<file path="src/rtl/pwcfg_pkg.sv">
package pwcfg_pkg;

    localparam int WORD_W    = 10;
    localparam int NUM_WORDS = 6;
    localparam int IDX_W     = 3;
    localparam int OP_W      = 4;
    localparam int BITCNT_W  = $clog2(WORD_W);
    localparam int CFG_W     = WORD_W * NUM_WORDS;

    typedef enum logic [1:0] {
        ST_NORMAL   = 2'd0,
        ST_PROG     = 2'd1,
        ST_STORE    = 2'd2,
        ST_STORE_LK = 2'd3
    } state_e;

    localparam logic [OP_W-1:0] OP_WRITE    = 4'b0001;
    localparam logic [OP_W-1:0] OP_STORE    = 4'b0010;
    localparam logic [OP_W-1:0] OP_STORE_LK = 4'b0011;
    localparam logic [OP_W-1:0] OP_EXIT     = 4'b0100;

    localparam logic [WORD_W-1:0] ENTER_KEY = 10'b1011010011;

endpackage

</file>
<file path="src/rtl/pwcfg_pulse_dec.sv">
module pwcfg_pulse_dec #(
    parameter int SHORT_W = 4,
    parameter int LONG_W  = 8
) (
    input  logic clk,
    input  logic rst_n,
    input  logic pin,
    output logic bit_vld,
    output logic bit_val,
    output logic bit_err
);
    localparam int CNT_W = $clog2(LONG_W + 1);
    localparam logic [CNT_W-1:0] CNT_MAX  = CNT_W'(LONG_W);
    localparam logic [CNT_W-1:0] LIM_ZERO = CNT_W'(SHORT_W);
    localparam logic [CNT_W-1:0] LIM_ONE  = CNT_W'(LONG_W);

    typedef struct packed {
        logic             s1;
        logic             s2;
        logic             prev;
        logic [CNT_W-1:0] cnt;
        logic             vld;
        logic             val;
        logic             err;
    } dec_t;

    dec_t dec_d, dec_q;

    always_comb begin
        dec_d      = dec_q;
        dec_d.s1   = pin;
        dec_d.s2   = dec_q.s1;
        dec_d.prev = dec_q.s2;
        dec_d.vld  = 1'b0;
        dec_d.err  = 1'b0;
        if (dec_q.s2) begin
            if (dec_q.cnt != CNT_MAX) begin
                dec_d.cnt = dec_q.cnt + 1'b1;
            end
        end else begin
            dec_d.cnt = '0;
        end
        // falling edge: cnt holds the full high width
        if (dec_q.prev && !dec_q.s2) begin
            if (dec_q.cnt < LIM_ZERO) begin
                dec_d.vld = 1'b1;
                dec_d.val = 1'b0;
            end else if (dec_q.cnt >= LIM_ONE) begin
                dec_d.vld = 1'b1;
                dec_d.val = 1'b1;
            end else begin
                dec_d.err = 1'b1;
            end
        end
    end

    always_ff @(posedge clk or negedge rst_n) begin
        if (!rst_n) begin
            dec_q <= '0;
        end else begin
            dec_q <= dec_d;
        end
    end

    assign bit_vld = dec_q.vld;
    assign bit_val = dec_q.val;
    assign bit_err = dec_q.err;

endmodule

</file>
<file path="src/rtl/pwcfg_word_asm.sv">
module pwcfg_word_asm
    import pwcfg_pkg::*;
(
    input  logic              clk,
    input  logic              rst_n,
    input  logic              bit_vld,
    input  logic              bit_val,
    input  logic              bit_err,
    output logic              word_vld,
    output logic [WORD_W-1:0] word,
    output logic              err_flag
);
    localparam logic [BITCNT_W-1:0] LAST_BIT = BITCNT_W'(WORD_W - 1);

    typedef struct packed {
        logic [WORD_W-1:0]   sh;
        logic [BITCNT_W-1:0] cnt;
        logic                vld;
        logic                err;
    } asm_t;

    asm_t asm_d, asm_q;

    always_comb begin
        asm_d     = asm_q;
        asm_d.vld = 1'b0;
        if (bit_err) begin
            asm_d.cnt = '0;
            asm_d.err = 1'b1;
        end else if (bit_vld) begin
            asm_d.sh = {asm_q.sh[WORD_W-2:0], bit_val};
            if (asm_q.cnt == LAST_BIT) begin
                asm_d.cnt = '0;
                asm_d.vld = 1'b1;
            end else begin
                asm_d.cnt = asm_q.cnt + 1'b1;
            end
        end
    end

    always_ff @(posedge clk or negedge rst_n) begin
        if (!rst_n) begin
            asm_q <= '0;
        end else begin
            asm_q <= asm_d;
        end
    end

    assign word_vld = asm_q.vld;
    assign word     = asm_q.sh;
    assign err_flag = asm_q.err;

endmodule

</file>
<file path="src/rtl/pwcfg_cmd_fsm.sv">
module pwcfg_cmd_fsm
    import pwcfg_pkg::*;
#(
    parameter int STORE_CYC = 1250000
) (
    input  logic              clk,
    input  logic              rst_n,
    input  logic              word_vld,
    input  logic [WORD_W-1:0] word,
    output logic [CFG_W-1:0]  cfg,
    output logic [1:0]        state,
    output logic              nv_wr,
    output logic              nv_wr_lock,
    output logic              busy,
    output logic              locked
);
    localparam int TMR_W = $clog2(STORE_CYC + 1);
    localparam logic [TMR_W-1:0] TMR_LOAD = TMR_W'(STORE_CYC - 1);

    typedef struct packed {
        state_e                                st;
        logic [NUM_WORDS-1:0][WORD_W-1:0]      shadow;
        logic                                  hdr_pend;
        logic [IDX_W-1:0]                      idx;
        logic                                  lock;
        logic                                  exit_pend;
        logic [TMR_W-1:0]                      tmr;
        logic                                  wr;
        logic                                  wr_lk;
    } fsm_t;

    fsm_t fsm_d, fsm_q;

    logic [OP_W-1:0] op;
    logic            low_zero;

    assign op       = word[WORD_W-1 -: OP_W];
    assign low_zero = (word[WORD_W-OP_W-1:IDX_W] == '0);

    always_comb begin
        fsm_d       = fsm_q;
        fsm_d.wr    = 1'b0;
        fsm_d.wr_lk = 1'b0;
        unique case (fsm_q.st)
            ST_NORMAL: begin
                fsm_d.hdr_pend = 1'b0;
                if (word_vld && word == ENTER_KEY) begin
                    fsm_d.st = ST_PROG;
                end
            end
            ST_PROG: begin
                if (word_vld) begin
                    if (fsm_q.hdr_pend) begin
                        fsm_d.hdr_pend = 1'b0;
                        for (int k = 0; k < NUM_WORDS; k++) begin
                            if (fsm_q.idx == IDX_W'(k)) begin
                                fsm_d.shadow[k] = word;
                            end
                        end
                    end else if (op == OP_WRITE && low_zero) begin
                        fsm_d.hdr_pend = 1'b1;
                        fsm_d.idx      = word[IDX_W-1:0];
                    end else if (op == OP_STORE && low_zero && word[IDX_W-1:0] == '0) begin
                        if (!fsm_q.lock) begin
                            fsm_d.st        = ST_STORE;
                            fsm_d.tmr       = TMR_LOAD;
                            fsm_d.wr        = 1'b1;
                            fsm_d.exit_pend = 1'b0;
                        end
                    end else if (op == OP_STORE_LK && low_zero && word[IDX_W-1:0] == '0) begin
                        if (!fsm_q.lock) begin
                            fsm_d.st        = ST_STORE_LK;
                            fsm_d.tmr       = TMR_LOAD;
                            fsm_d.wr        = 1'b1;
                            fsm_d.wr_lk     = 1'b1;
                            fsm_d.lock      = 1'b1;
                            fsm_d.exit_pend = 1'b0;
                        end
                    end else if (op == OP_EXIT && low_zero && word[IDX_W-1:0] == '0) begin
                        fsm_d.st = ST_NORMAL;
                    end
                end
            end
            ST_STORE, ST_STORE_LK: begin
                if (word_vld && op == OP_EXIT && low_zero && word[IDX_W-1:0] == '0) begin
                    fsm_d.exit_pend = 1'b1;
                end
                if (fsm_q.tmr == '0) begin
                    fsm_d.st        = (fsm_q.exit_pend || fsm_d.exit_pend) ? ST_NORMAL : ST_PROG;
                    fsm_d.exit_pend = 1'b0;
                end else begin
                    fsm_d.tmr = fsm_q.tmr - 1'b1;
                end
            end
            default: fsm_d.st = ST_NORMAL;
        endcase
    end

    always_ff @(posedge clk or negedge rst_n) begin
        if (!rst_n) begin
            fsm_q <= '0;
        end else begin
            fsm_q <= fsm_d;
        end
    end

    for (genvar g = 0; g < NUM_WORDS; g++) begin : g_cfg
        assign cfg[g*WORD_W +: WORD_W] = fsm_q.shadow[g];
    end

    assign state      = fsm_q.st;
    assign nv_wr      = fsm_q.wr;
    assign nv_wr_lock = fsm_q.wr_lk;
    assign busy       = (fsm_q.st == ST_STORE) || (fsm_q.st == ST_STORE_LK);
    assign locked     = fsm_q.lock;

endmodule

</file>
<file path="src/rtl/pwcfg_rx.sv">
module pwcfg_rx
    import pwcfg_pkg::*;
#(
    parameter int SHORT_W   = 4,
    parameter int LONG_W    = 8,
    parameter int STORE_CYC = 1250000
) (
    input  logic             clk,
    input  logic             rst_n,
    input  logic             sdin,
    output logic [CFG_W-1:0] cfg_o,
    output logic [1:0]       state_o,
    output logic             nv_wr_o,
    output logic             nv_wr_lock_o,
    output logic             busy_o,
    output logic             locked_o,
    output logic             err_o
);
    logic              bit_vld;
    logic              bit_val;
    logic              bit_err;
    logic              word_vld;
    logic [WORD_W-1:0] word;

    pwcfg_pulse_dec #(
        .SHORT_W (SHORT_W),
        .LONG_W  (LONG_W)
    ) dec_i (
        .clk     (clk),
        .rst_n   (rst_n),
        .pin     (sdin),
        .bit_vld (bit_vld),
        .bit_val (bit_val),
        .bit_err (bit_err)
    );

    pwcfg_word_asm asm_i (
        .clk      (clk),
        .rst_n    (rst_n),
        .bit_vld  (bit_vld),
        .bit_val  (bit_val),
        .bit_err  (bit_err),
        .word_vld (word_vld),
        .word     (word),
        .err_flag (err_o)
    );

    pwcfg_cmd_fsm #(
        .STORE_CYC (STORE_CYC)
    ) fsm_i (
        .clk        (clk),
        .rst_n      (rst_n),
        .word_vld   (word_vld),
        .word       (word),
        .cfg        (cfg_o),
        .state      (state_o),
        .nv_wr      (nv_wr_o),
        .nv_wr_lock (nv_wr_lock_o),
        .busy       (busy_o),
        .locked     (locked_o)
    );

endmodule

</file>
<file path="config.mk">
export PLATFORM = sky130hd
export DESIGN_NAME = pwcfg_rx
export DESIGN_NICKNAME = d
export VERILOG_FILES = /design/src/rtl/pwcfg_pkg.sv /design/src/rtl/pwcfg_pulse_dec.sv /design/src/rtl/pwcfg_word_asm.sv /design/src/rtl/pwcfg_cmd_fsm.sv /design/src/rtl/pwcfg_rx.sv
export SDC_FILE = /design/constraint.sdc
export NUM_CORES = 1
export LEC_CHECK = 0
export CAP_MARGIN = 20
export CORE_ASPECT_RATIO = 1.75
export CORE_MARGIN = 10
export CORE_UTILIZATION = 60
export DETAILED_ROUTE_END_ITERATION = 10
export HOLD_SLACK_MARGIN = 0.08
export PLACE_DENSITY = 0.85
export SYNTH_ARGS = -nofsm -noshare
export SYNTH_HDL_FRONTEND = slang
export SYNTH_HIERARCHICAL = 1
export SYNTH_SLANG_ARGS = --single-unit
export TNS_END_PERCENT = 10
</file>
<file path="constraint.sdc">
create_clock -name clk -period 3.9 [get_ports clk]
set_clock_uncertainty 0.05 [all_clocks]
set_input_delay 0.585 -clock clk [delete_from_list [all_inputs] [get_ports clk]]
set_output_delay 0.585 -clock clk [all_outputs]
set_load 0.01 [all_outputs]
</file>
==> results.md <==
- Clk buf depth: 2
- Setup Viol. Count Final: 0
- Drt pass-1 iters: 4
- Final Cycle Share: 71.67%
- Htree depth: 4
- FF+latch count, synth: around 120
- WL final: between 10 and 15 mm
- Commonest cells after routing, fill and taps aside: dfrtp_1 (117), mux2_2 (78), clkdlybuf4s50_1 (68), o21ai_0 (22), clkbuf_16 (17)
- DP Area: 5868 um2
- Drt drc: 0
- Die Y: 147.9 um
- Prevailing post-synth register cell: dfrtp_1
- First-pass GRT wire length: 19.78 mm
- CP Class: reg2reg
- Most common cell after layout, fill and taps aside: dfrtp_1
- # rows: 46
- Final ANT Viol Nets: 0
- Power per cell area: approximately 440 nW/um2
- Fill count: 651
- Slew HR: between 30% and 40%
- VDD IR max: 0.4196 mV
- Mean Syn Cell Area: 12.09 um2
- Pwr Total: 0.002847 W
- Nets: 475
- HP Class: in2async
- Vias per cell: 5.858
- CP Capture Type: flip-flop
- Post-CTS resize count: 0
- Max_cap viols: 0
- Endpoints failing hold: 0
- Inst Count DP: approximately 570
- Skew-Pair Late Insertion Delay: 410 ps
- Core ar.: 9094 um2
- DP Wirelength: approximately 8.3 mm
- Avg WL per Cell: 20.02 um
- Share of layout cells above drive strength 1: 26.72%
- Placer Congestion: 0.8187
- Syn. warnings: 6
- Net Count, Synth: 472
- Syn Inst Count: between 400 and 500
- Fin Setup TNS: 0 ps
- Leakage power: 3.047 nW
- Worst slew pin tran: 1003 ps
- Gr ovfl total: 0
- DRT iter0 DRCs: between 200 and 250
- Final Non-Filler Cells: around 600
- Clock-pin slew on the worst setup and hold paths: 50 ps
- TritonCTS Sinks: 117
- RSZ-0062 raised after global routing: no
- Initial Util: 61.67%
- Status: finished, final reports clean
- F_max: 0.3577 GHz
- Slew Viols, Final: 0
- Die Wd: 93.08 um
- # port buffers: between 60 and 70
- Design Area, Final: 6422 um2
- Vias in the first global route: a little under 4k
- Clock root cell: clkbuf_16
- Synth async-reset ratio: 100.0%
- CTS tree: built
- Crit path max fanout: 31
- # hold bufs at CTS: 0
- Number of setup buffers added after CTS: 0
- CP arrival: 3070 ps
- Startpoint Class: flip-flop
- Cts bufs inserted: 17
- Antenna violations before repair: 0
- # diodes: 0
- Number of synthesized flops with an enable pin: 0
- Gr usage total: between 15 and 20%
- Largest net degree at the start of global routing: 79
- Sequential-to-total area share from yosys stat: 52.21%
- Post-synthesis cell area: 5608 um2
- Fin crit period: 2795 ps
- Crit path required time: between 4000 and 5000 ps
- P&R area growth vs syn: 14.52%
- DR vias: 3,509
- Die area: 13,770 um2
- I/O pin count: 70
- Netlist cell types: 51
## power breakdown
group | total [W] | switching (W) | internal (W) | leakage, nW
Clock | 0.00143 | 0.000516 | 0.000918 | 0.265
Sequential | 0.00129 | 0.0000402 | 0.00125 | 1.62
Combinational | 0.000126 | 0.0000693 | 0.0000569 | 1.17
## sequential cells by signal, indices dropped and copies added (netlist names)
| signal | cells |
|---|---|
| dec_i/bit_vld | 1 |
| dec_i/dec_q | 5 |
| fsm_i/fsm_q | 26 |
| asm_i/asm_q | 4 |
| dec_i/bit_err | 1 |
| fsm_i/state | 2 |
| fsm_i/cfg | 60 |
| asm_i/err_flag | 1 |
| dec_i/dec_d | 2 |
| asm_i/word_vld | 1 |
| dec_i/bit_val | 1 |
| fsm_i/nv_wr_lock | 1 |
| asm_i/word | 10 |
| fsm_i/locked | 1 |
| fsm_i/nv_wr | 1 |
## worst paths after layout
check / cells past startpoint / slack [ps] / to / start
worst min register to register: 0 / 300 / dec_i/dec_d[7]$_DFF_PN0_ / dec_i/dec_d[8]$_DFF_PN0_
max in group asynchronous: 2 / 2750 / asm_i/asm_q[4]$_DFFE_PN0P_ / rst_n
worst min-delay path: 1 / 290 / fsm_i/cfg[57]$_DFFE_PN0P_ / rst_n
worst max-delay path: 8 / 1100 / fsm_i/fsm_q[9]$_DFFE_PN0P_ / fsm_i/fsm_q[2]$_DFFE_PN0P_
min in group clk: 0 / 300 / dec_i/dec_d[7]$_DFF_PN0_ / dec_i/dec_d[8]$_DFF_PN0_
worst max register to register: 8 / 1100 / fsm_i/fsm_q[9]$_DFFE_PN0P_ / fsm_i/fsm_q[2]$_DFFE_PN0P_
## through the flow
step / hold WS (ps) / utilization, % / setup WS [ps]
finish: 291.3 / 70.62 / 1105
global route: 308.9 / 70.62 / 931.8
CTS: 304.5 / 70.62 / 1132
detailed placement: 292.6 / 64.53 / 1147
global placement: 289.2 / 64.45 / 1273
floorplan: 239.4 / - / 1434
## critical path: stages (launching register included)
cell     delay, ps
dfrtp_1        400
inv_1          100
ha_1           200
or2b_2         360
or4_1          630
o21ai_2        150
buf_4          320
mux2_2         370
o21ai_0        130
## routing by layer
layer | up-vias | part of all wire (%) | track usage [%]
met5 | - | 0 | 0
met1 | 1790 | 35 | 18.12
met3 | 31 | 5.2 | 5.781
li1 | 1588 | - | -
met4 | 0 | 2.6 | 8.140
met2 | 100 | 57 | 34.05
## cell families (layout without fill, tap and decap cells)
kind of cell    after synthesis  in the layout  share of synthesized area, %
xor+xnor                      5              5                        0.7810
buf+inv                     100            115                         11.80
flops                       117            117                         52.21
fa+ha+maj                     5              5                         1.116
mux                          84             84                         16.73
simple gates                 96             96                         10.93
compound gates               57             57                         6.426
## cell type report
type / instances / area (um2) / share of cell area (%)
flip-flops and latches: 117 / 2928 / 45.59
multi-input cells: 247 / 2018 / 31.42
repair buffers: 73 / 730.7 / 11.38
clock buffers: 23 / 478.0 / 7.442
well taps: 120 / 150.1 / 2.338
clock inverters: 8 / 76.32 / 1.188
inverters: 11 / 41.29 / 0.6429
## synthesized netlist by cell type (6+ instances only)
cell type | instances | share of area (%)
a21oi_1 | 11 | 0.98
buf_4 | 73 | 9.8
clkbuf_1 | 7 | 0.47
dfrtp_1 | 117 | 52
inv_1 | 11 | 0.74
mux2_2 | 78 | 16
mux2i_1 | 6 | 1.1
nand2_1 | 14 | 0.94
nor2_1 | 8 | 0.54
nor3_1 | 8 | 0.71
nor4_1 | 6 | 0.67
o21ai_0 | 22 | 2.0
o31ai_1 | 6 | 0.80
or3_1 | 6 | 0.67
or4_1 | 7 | 0.94
(Power assumes the default switching activity.)
